$ cat config.mk
export PLATFORM = sky130hd
export DESIGN_NAME = cp0_exc_ctrl
export DESIGN_NICKNAME = d
export VERILOG_FILES = /design/src/rtl/cp0_pkg.sv /design/src/rtl/cp0_mode_stack.sv /design/src/rtl/cp0_vec_sel.sv /design/src/rtl/cp0_read_port.sv /design/src/rtl/cp0_exc_ctrl.sv
export SDC_FILE = /design/constraint.sdc
export NUM_CORES = 1
export LEC_CHECK = 0
export ABC_AREA = 1
export BUFFER_PORTS_ARGS = -buffer_cell sky130_fd_sc_hd__buf_2
export CORE_MARGIN = 10
export CORE_UTILIZATION = 43
export CTS_BUF_LIST = sky130_fd_sc_hd__clkbuf_8
export DETAILED_ROUTE_END_ITERATION = 10
export PLACE_DENSITY = 0.71
export SLEW_MARGIN = 10
export SYNTH_ARGS = -nofsm -noshare
export SYNTH_HDL_FRONTEND = slang
export SYNTH_SLANG_ARGS = --single-unit
$ cat constraint.sdc
create_clock -name clk -period 1.6 [get_ports clk]
set_clock_uncertainty 0.2 [all_clocks]
set_input_delay 0 -clock clk [delete_from_list [all_inputs] [get_ports clk]]
set_output_delay 0 -clock clk [all_outputs]
set_load 0.02 [all_outputs]
$ cat src/rtl/cp0_pkg.sv
package cp0_pkg;
  localparam int XLEN      = 32;
  localparam int SEL_W     = 5;
  localparam int CODE_W    = 5;
  localparam int FN_W      = 6;
  localparam int STACK_W   = 6;

  localparam logic [SEL_W-1:0] IDX_STATUS = 5'd12;
  localparam logic [SEL_W-1:0] IDX_CAUSE  = 5'd13;
  localparam logic [SEL_W-1:0] IDX_EPC    = 5'd14;

  typedef enum logic [CODE_W-1:0] {
    EXC_LOAD_ADDR  = 5'h04,
    EXC_STORE_ADDR = 5'h05,
    EXC_SYSCALL    = 5'h08,
    EXC_OVERFLOW   = 5'h0C
  } exc_code_e;
endpackage

$ cat src/rtl/cp0_mode_stack.sv
module cp0_mode_stack #(
  parameter int W     = 6,
  parameter int LEVEL = 2
) (
  input  logic [W-1:0] cur,
  input  logic         push,
  input  logic         pop,
  output logic [W-1:0] nxt
);
  localparam int KEEP = W - LEVEL;

  generate
    if (KEEP > 0) begin : g_shift
      always_comb begin
        if (push)     nxt = {cur[KEEP-1:0], {LEVEL{1'b0}}};
        else if (pop) nxt = {{LEVEL{1'b0}}, cur[W-1:LEVEL]};
        else          nxt = cur;
      end
    end else begin : g_flat
      always_comb nxt = (push || pop) ? '0 : cur;
    end
  endgenerate
endmodule

$ cat src/rtl/cp0_vec_sel.sv
module cp0_vec_sel #(
  parameter int          XLEN     = 32,
  parameter int          BOOT_BIT = 22,
  parameter logic [31:0] VEC_BOOT = 32'hBFC0_0180,
  parameter logic [31:0] VEC_MAIN = 32'h8000_0080
) (
  input  logic [XLEN-1:0] status,
  output logic [XLEN-1:0] vector
);
  always_comb vector = status[BOOT_BIT] ? XLEN'(VEC_BOOT) : XLEN'(VEC_MAIN);
endmodule

$ cat src/rtl/cp0_read_port.sv
module cp0_read_port #(
  parameter int XLEN  = 32,
  parameter int SEL_W = 5,
  parameter int NREG  = 3,
  parameter logic [SEL_W*NREG-1:0] IDX = '0
) (
  input  logic                 clk,
  input  logic                 rst,
  input  logic [SEL_W-1:0]     sel,
  input  logic [XLEN*NREG-1:0] regs,
  output logic [XLEN-1:0]      rdata
);
  logic [NREG-1:0]      hit;
  logic [XLEN-1:0]      picked;

  generate
    for (genvar g = 0; g < NREG; g++) begin : g_hit
      assign hit[g] = (sel == IDX[g*SEL_W +: SEL_W]);
    end
  endgenerate

  always_comb begin
    picked = '0;
    for (int k = 0; k < NREG; k++)
      if (hit[k]) picked = regs[k*XLEN +: XLEN];
  end

  always_ff @(posedge clk) begin
    if (rst) rdata <= '0;
    else     rdata <= picked;
  end
endmodule

$ cat src/rtl/cp0_exc_ctrl.sv
module cp0_exc_ctrl
  import cp0_pkg::*;
#(
  parameter int          DATA_W   = XLEN,
  parameter int          STK_W    = STACK_W,
  parameter int          BOOT_BIT = 22,
  parameter logic [31:0] VEC_BOOT = 32'hBFC0_0180,
  parameter logic [31:0] VEC_MAIN = 32'h8000_0080,
  parameter logic [5:0]  RFE_FN   = 6'h10
) (
  input  logic              clk,
  input  logic              rst,
  input  logic              exc_req,
  input  logic [CODE_W-1:0] exc_code,
  input  logic [DATA_W-1:0] exc_pc,
  input  logic              exc_in_delay,
  input  logic              rfe_en,
  input  logic [FN_W-1:0]   rfe_funct,
  input  logic              mt_en,
  input  logic [SEL_W-1:0]  mt_sel,
  input  logic [DATA_W-1:0] mt_data,
  input  logic [SEL_W-1:0]  mf_sel,
  output logic [DATA_W-1:0] mf_data,
  output logic [DATA_W-1:0] status_o,
  output logic              redirect_valid,
  output logic [DATA_W-1:0] redirect_pc
);
  localparam int INSN_W = 4;

  logic [DATA_W-1:0] status_q, cause_q, epc_q;
  logic [DATA_W-1:0] vector;
  logic [STK_W-1:0]  stack_nxt;
  logic [DATA_W-1:0] cause_nxt, epc_nxt;
  logic              rfe_hit, mt_status;

  assign rfe_hit   = rfe_en && (rfe_funct == RFE_FN);
  assign mt_status = mt_en && (mt_sel == IDX_STATUS);

  cp0_mode_stack #(.W(STK_W), .LEVEL(2)) u_stack (
    .cur  (status_q[STK_W-1:0]),
    .push (exc_req),
    .pop  (rfe_hit && !exc_req),
    .nxt  (stack_nxt)
  );

  cp0_vec_sel #(
    .XLEN(DATA_W), .BOOT_BIT(BOOT_BIT), .VEC_BOOT(VEC_BOOT), .VEC_MAIN(VEC_MAIN)
  ) u_vec (
    .status (status_q),
    .vector (vector)
  );

  always_comb begin
    cause_nxt                  = '0;
    cause_nxt[CODE_W+1:2]      = exc_code;
    cause_nxt[DATA_W-1]        = exc_in_delay;
    epc_nxt = exc_in_delay ? (exc_pc - DATA_W'(INSN_W)) : exc_pc;
  end

  always_ff @(posedge clk) begin
    if (rst) begin
      status_q       <= '0;
      cause_q        <= '0;
      epc_q          <= '0;
      redirect_valid <= 1'b0;
      redirect_pc    <= '0;
    end else if (exc_req) begin
      status_q       <= {status_q[DATA_W-1:STK_W], stack_nxt};
      cause_q        <= cause_nxt;
      epc_q          <= epc_nxt;
      redirect_valid <= 1'b1;
      redirect_pc    <= vector;
    end else begin
      redirect_valid <= 1'b0;
      if (rfe_hit)        status_q <= {status_q[DATA_W-1:STK_W], stack_nxt};
      else if (mt_status) status_q <= mt_data;
    end
  end

  assign status_o = status_q;

  cp0_read_port #(
    .XLEN(DATA_W), .SEL_W(SEL_W), .NREG(3),
    .IDX({IDX_EPC, IDX_CAUSE, IDX_STATUS})
  ) u_rd (
    .clk   (clk),
    .rst   (rst),
    .sel   (mf_sel),
    .regs  ({epc_q, cause_q, status_q}),
    .rdata (mf_data)
  );
endmodule

==> key figures <==
Run status
  – Status: finished with violations
  – Failing checks: negative hold slack, negative setup slack

Worst setup path
  – CP Launch Type: input port
  – Worst Setup End Kind: flip-flop
  – Slowest cell on crit path: dlygate4sd3_1
  – RR Startpoint: status_o[22]
  – CP Depth: 7
  – Crit path required time: approximately 1.6 ns
  – Register-to-Register Path Depth: 3
  – Delay of the slowest cell on the worst path: 0.57 ns
  – Critical path's most frequent cell: dlygate4sd3_1
  – RR Endpoint: status_o[22]
  – CP endpoint: epc_q[6]
  – CP Max Fanout: 4
  – Reg-to-reg slack, setup: 0.10 ns
  – Critical path class: in -> reg
  – Crit path max-delay family: buffers and inverters
  – Cells along the critical path: buf_2 > dlygate4sd3_1 > nor2_2 > nand3_2 > nand2_1 > dlygate4sd3_1 > a31oi_1
  – Crit path from: exc_pc[4]
  – Critical Path AT: about 1.7 ns
  – CP bufs+invs: 3

STA
  – Worst hold slack: -0.0903 ns
  – Post-route setup slack: -0.0316 ns
  – Crit path time final: 1.63 ns
  – # setup viols final: 1
  – Max_slew headroom: between 60% and 70%
  – Fin. max-slew vios: 0
  – Worst Tran Pin Value: 0.516 ns
  – Setup TNS: -0.0316 ns
  – Hold Vio Cnt, Final: 1
  – RSZ-0062 raised after global routing: yes
  – Fmax achieved: 0.613 GHz
  – Fin crit share: 102%

Logic synthesis
  – Leading area contributor after synthesis: dfxtp_1
  – Cell Area, Synth: 0.00512 sq mm
  – Synth top area share: 41.0%
  – Synthesized area per cell: 7.20 sq um
  – Sequential area share after synthesis: 41.0%
  – Synth area leaders: dfxtp_1 41%, nor2_1 8.8%, a21oi_1 6.2%, o21ai_0 5.6%, nand2_1 5.4%
  – Synth warn: 0
  – Syn Inst Count: 712
  – Synthesis-stage register bit count: 105
  – Netlist cell types: 38

Route
  – DRT antenna net count: 0
  – DR DRC count: 0
  – Final WL: between 15000 and 20000 microns
  – Router iterations before antenna repair: 5
  – DR vias: ~5500
  – Drt wl/cell: about 15 microns
  – 1st-iter DRT viols: 437
  – Vias per cell: 4.87

Clocking
  – Clock transition at the registers of the reported paths: 0.10 ns
  – Clock Latency Late Sink: 0.37 ns
  – Root buffer cell: clkbuf_8
  – H-tree Lvls: 3
  – CTS tree: done
  – Bufs on Longest Clock Path: 2
  – Num CTS Buffers: 9
  – Clock Sinks: 105

Place
  – HPWL after DPL: 11900 microns
  – Port Buffers: around 170
  – Routability cong.: 0.898
  – Post-Place Cells: 991

Floorplan
  – Starting Density: 44.3%
  – Die height: 129 microns
  – Core box area: 0.0116 sq mm
  – # IOs: 188
  – Die W: 129 microns
  – Die Area: 0.0167 sq mm
  – Row cnt: 39

Power
  – Cell Pwr Density: between 700 and 800 mW/mm^2
  – Leakage: 3.53 nW
  – Total Power: between 5 and 6 mW
  – Worst vdd ir: 0.315 mV

Layout
  – Area growth, synth to finish: 46.3%
  – Fin util: 64.8%
  – Most frequent cells in the layout: 164 x buf_2, 114 x dlygate4sd3_1, 105 x dfxtp_1
  – Share of cells above drive strength 1: 26.0%
  – Fin cells: roughly 1100
  – Nets: 1074
  – Most common cell after layout, fill and taps aside: buf_2

Global routing
  – First-pass GRT wire length: around 28000 microns
  – GR Util All Layers: 20.3%
  – Initial antenna violation count: 2
  – Largest net degree at the start of global routing: 56
  – Vias in the first global route: 5488
  – Overflow after GRT: 0

Min path
  – Hold crit path type: in -> reg

Flow run
  – Max-Cap Viols: 0
[where the power goes]
part | internal, mW | total, mW | switching (mW)
registers | 2.70 | 2.75 | 0.0476
logic | 0.414 | 0.916 | 0.502
clock network | 0.773 | 1.70 | 0.927
total | 3.89 | 5.36 | 1.48
[flip-flops by register name, summed over array words and instances (netlist names)]
| register | cells |
|---|---|
| cause_q | 6 |
| redirect_pc | 2 |
| redirect_valid | 1 |
| status_o | 32 |
| epc_q | 32 |
| u_rd.rdata | 32 |
[stage by stage]
stage	instance area (sq um)	setup WS, ns
2_1_floorplan	5200	0.381
3_3_place_gp	5960	0.0976
3_5_place_dp	5960	0.100
4_1_cts	7330	0.00280
5_1_grt	7490	-0.0980
6_report	7490	-0.0316
[layout make-up]
cell class / count / area, sq um
Antenna cell: 2 / 5.00
Tap cell: 143 / 179
Multi-Input combinational cell: 495 / 2550
Timing Repair Buffer: 302 / 2190
Fill cell: 982 / 4070
Clock buffer: 10 / 138
Inverter: 69 / 267
Clock inverter: 6 / 66.3
Sequential cell: 105 / 2100
[cell families after synthesis]
group	Yosys count	share of synthesized area, %
xor+xnor	12	2.05
fa+ha+maj	1	0.244
other cells	1	0.0732
buf+inv	132	12.7
flops	105	41.0
compound gates	153	15.4
simple gates	308	28.5
[cell usage after synthesis (all sizes together)]
master / n
a31oi: 3
a21oi: 63
nand3b: 5
xnor2: 3
nor3b: 1
ha: 1
o21bai: 1
nand3: 54
nor2: 136
clkbuf: 19
nand2: 78
nand2b: 17
o22ai: 4
or2: 9
o21ai: 78
nand4: 6
o211ai: 4
conb: 1
xor2: 9
dfxtp: 105
nor3: 2
inv: 69
buf: 44
[worst reg2reg max path, delay by kind of cell, from the launching register on]
kind | cells | cell delay [ns]
buffers and inverters | 1 | 0.56
flip-flops | 1 | 0.45
AND/OR/NAND/NOR | 1 | 0.13
AO/OA/AOI/OAI | 1 | 0.11
[worst min path at each step]
stage	startpoint	endpoint	slack, ns	cells past startpoint
3_5_place_dp	mt_data[14]	status_o[14]	0.03	3
4_1_cts	exc_in_delay	epc_q[22]	0.009	5
3_3_place_gp	mt_data[16]	status_o[16]	0.02	3
5_1_grt	exc_pc[3]	epc_q[5]	-0.06	6
6_report	exc_pc[3]	epc_q[5]	-0.09	6
2_1_floorplan	mt_data[29]	status_o[29]	-0.07	2
[metal layers]
layer | global-route usage, % | share of wire [%] | wire, microns | vias to the layer above
li1 | - | - | - | 2794
met4 | 7.76 | 2.1 | 370 | 0
met2 | 32.8 | 47 | 8150 | 207
met1 | 26.4 | 45 | 7830 | 2485
met5 | 0 | 0 | 0 | -
met3 | 3.83 | 6.4 | 1120 | 27
[what timing repair did]
action                                  CTS  global route
endpoints found under the setup margin    0            35
endpoints found under the hold margin   102             2
resized for setup                         0            36
setup buffers                             0             7
hold buffers                            116             1
Note: power is estimated with default switching activity, not from simulation.
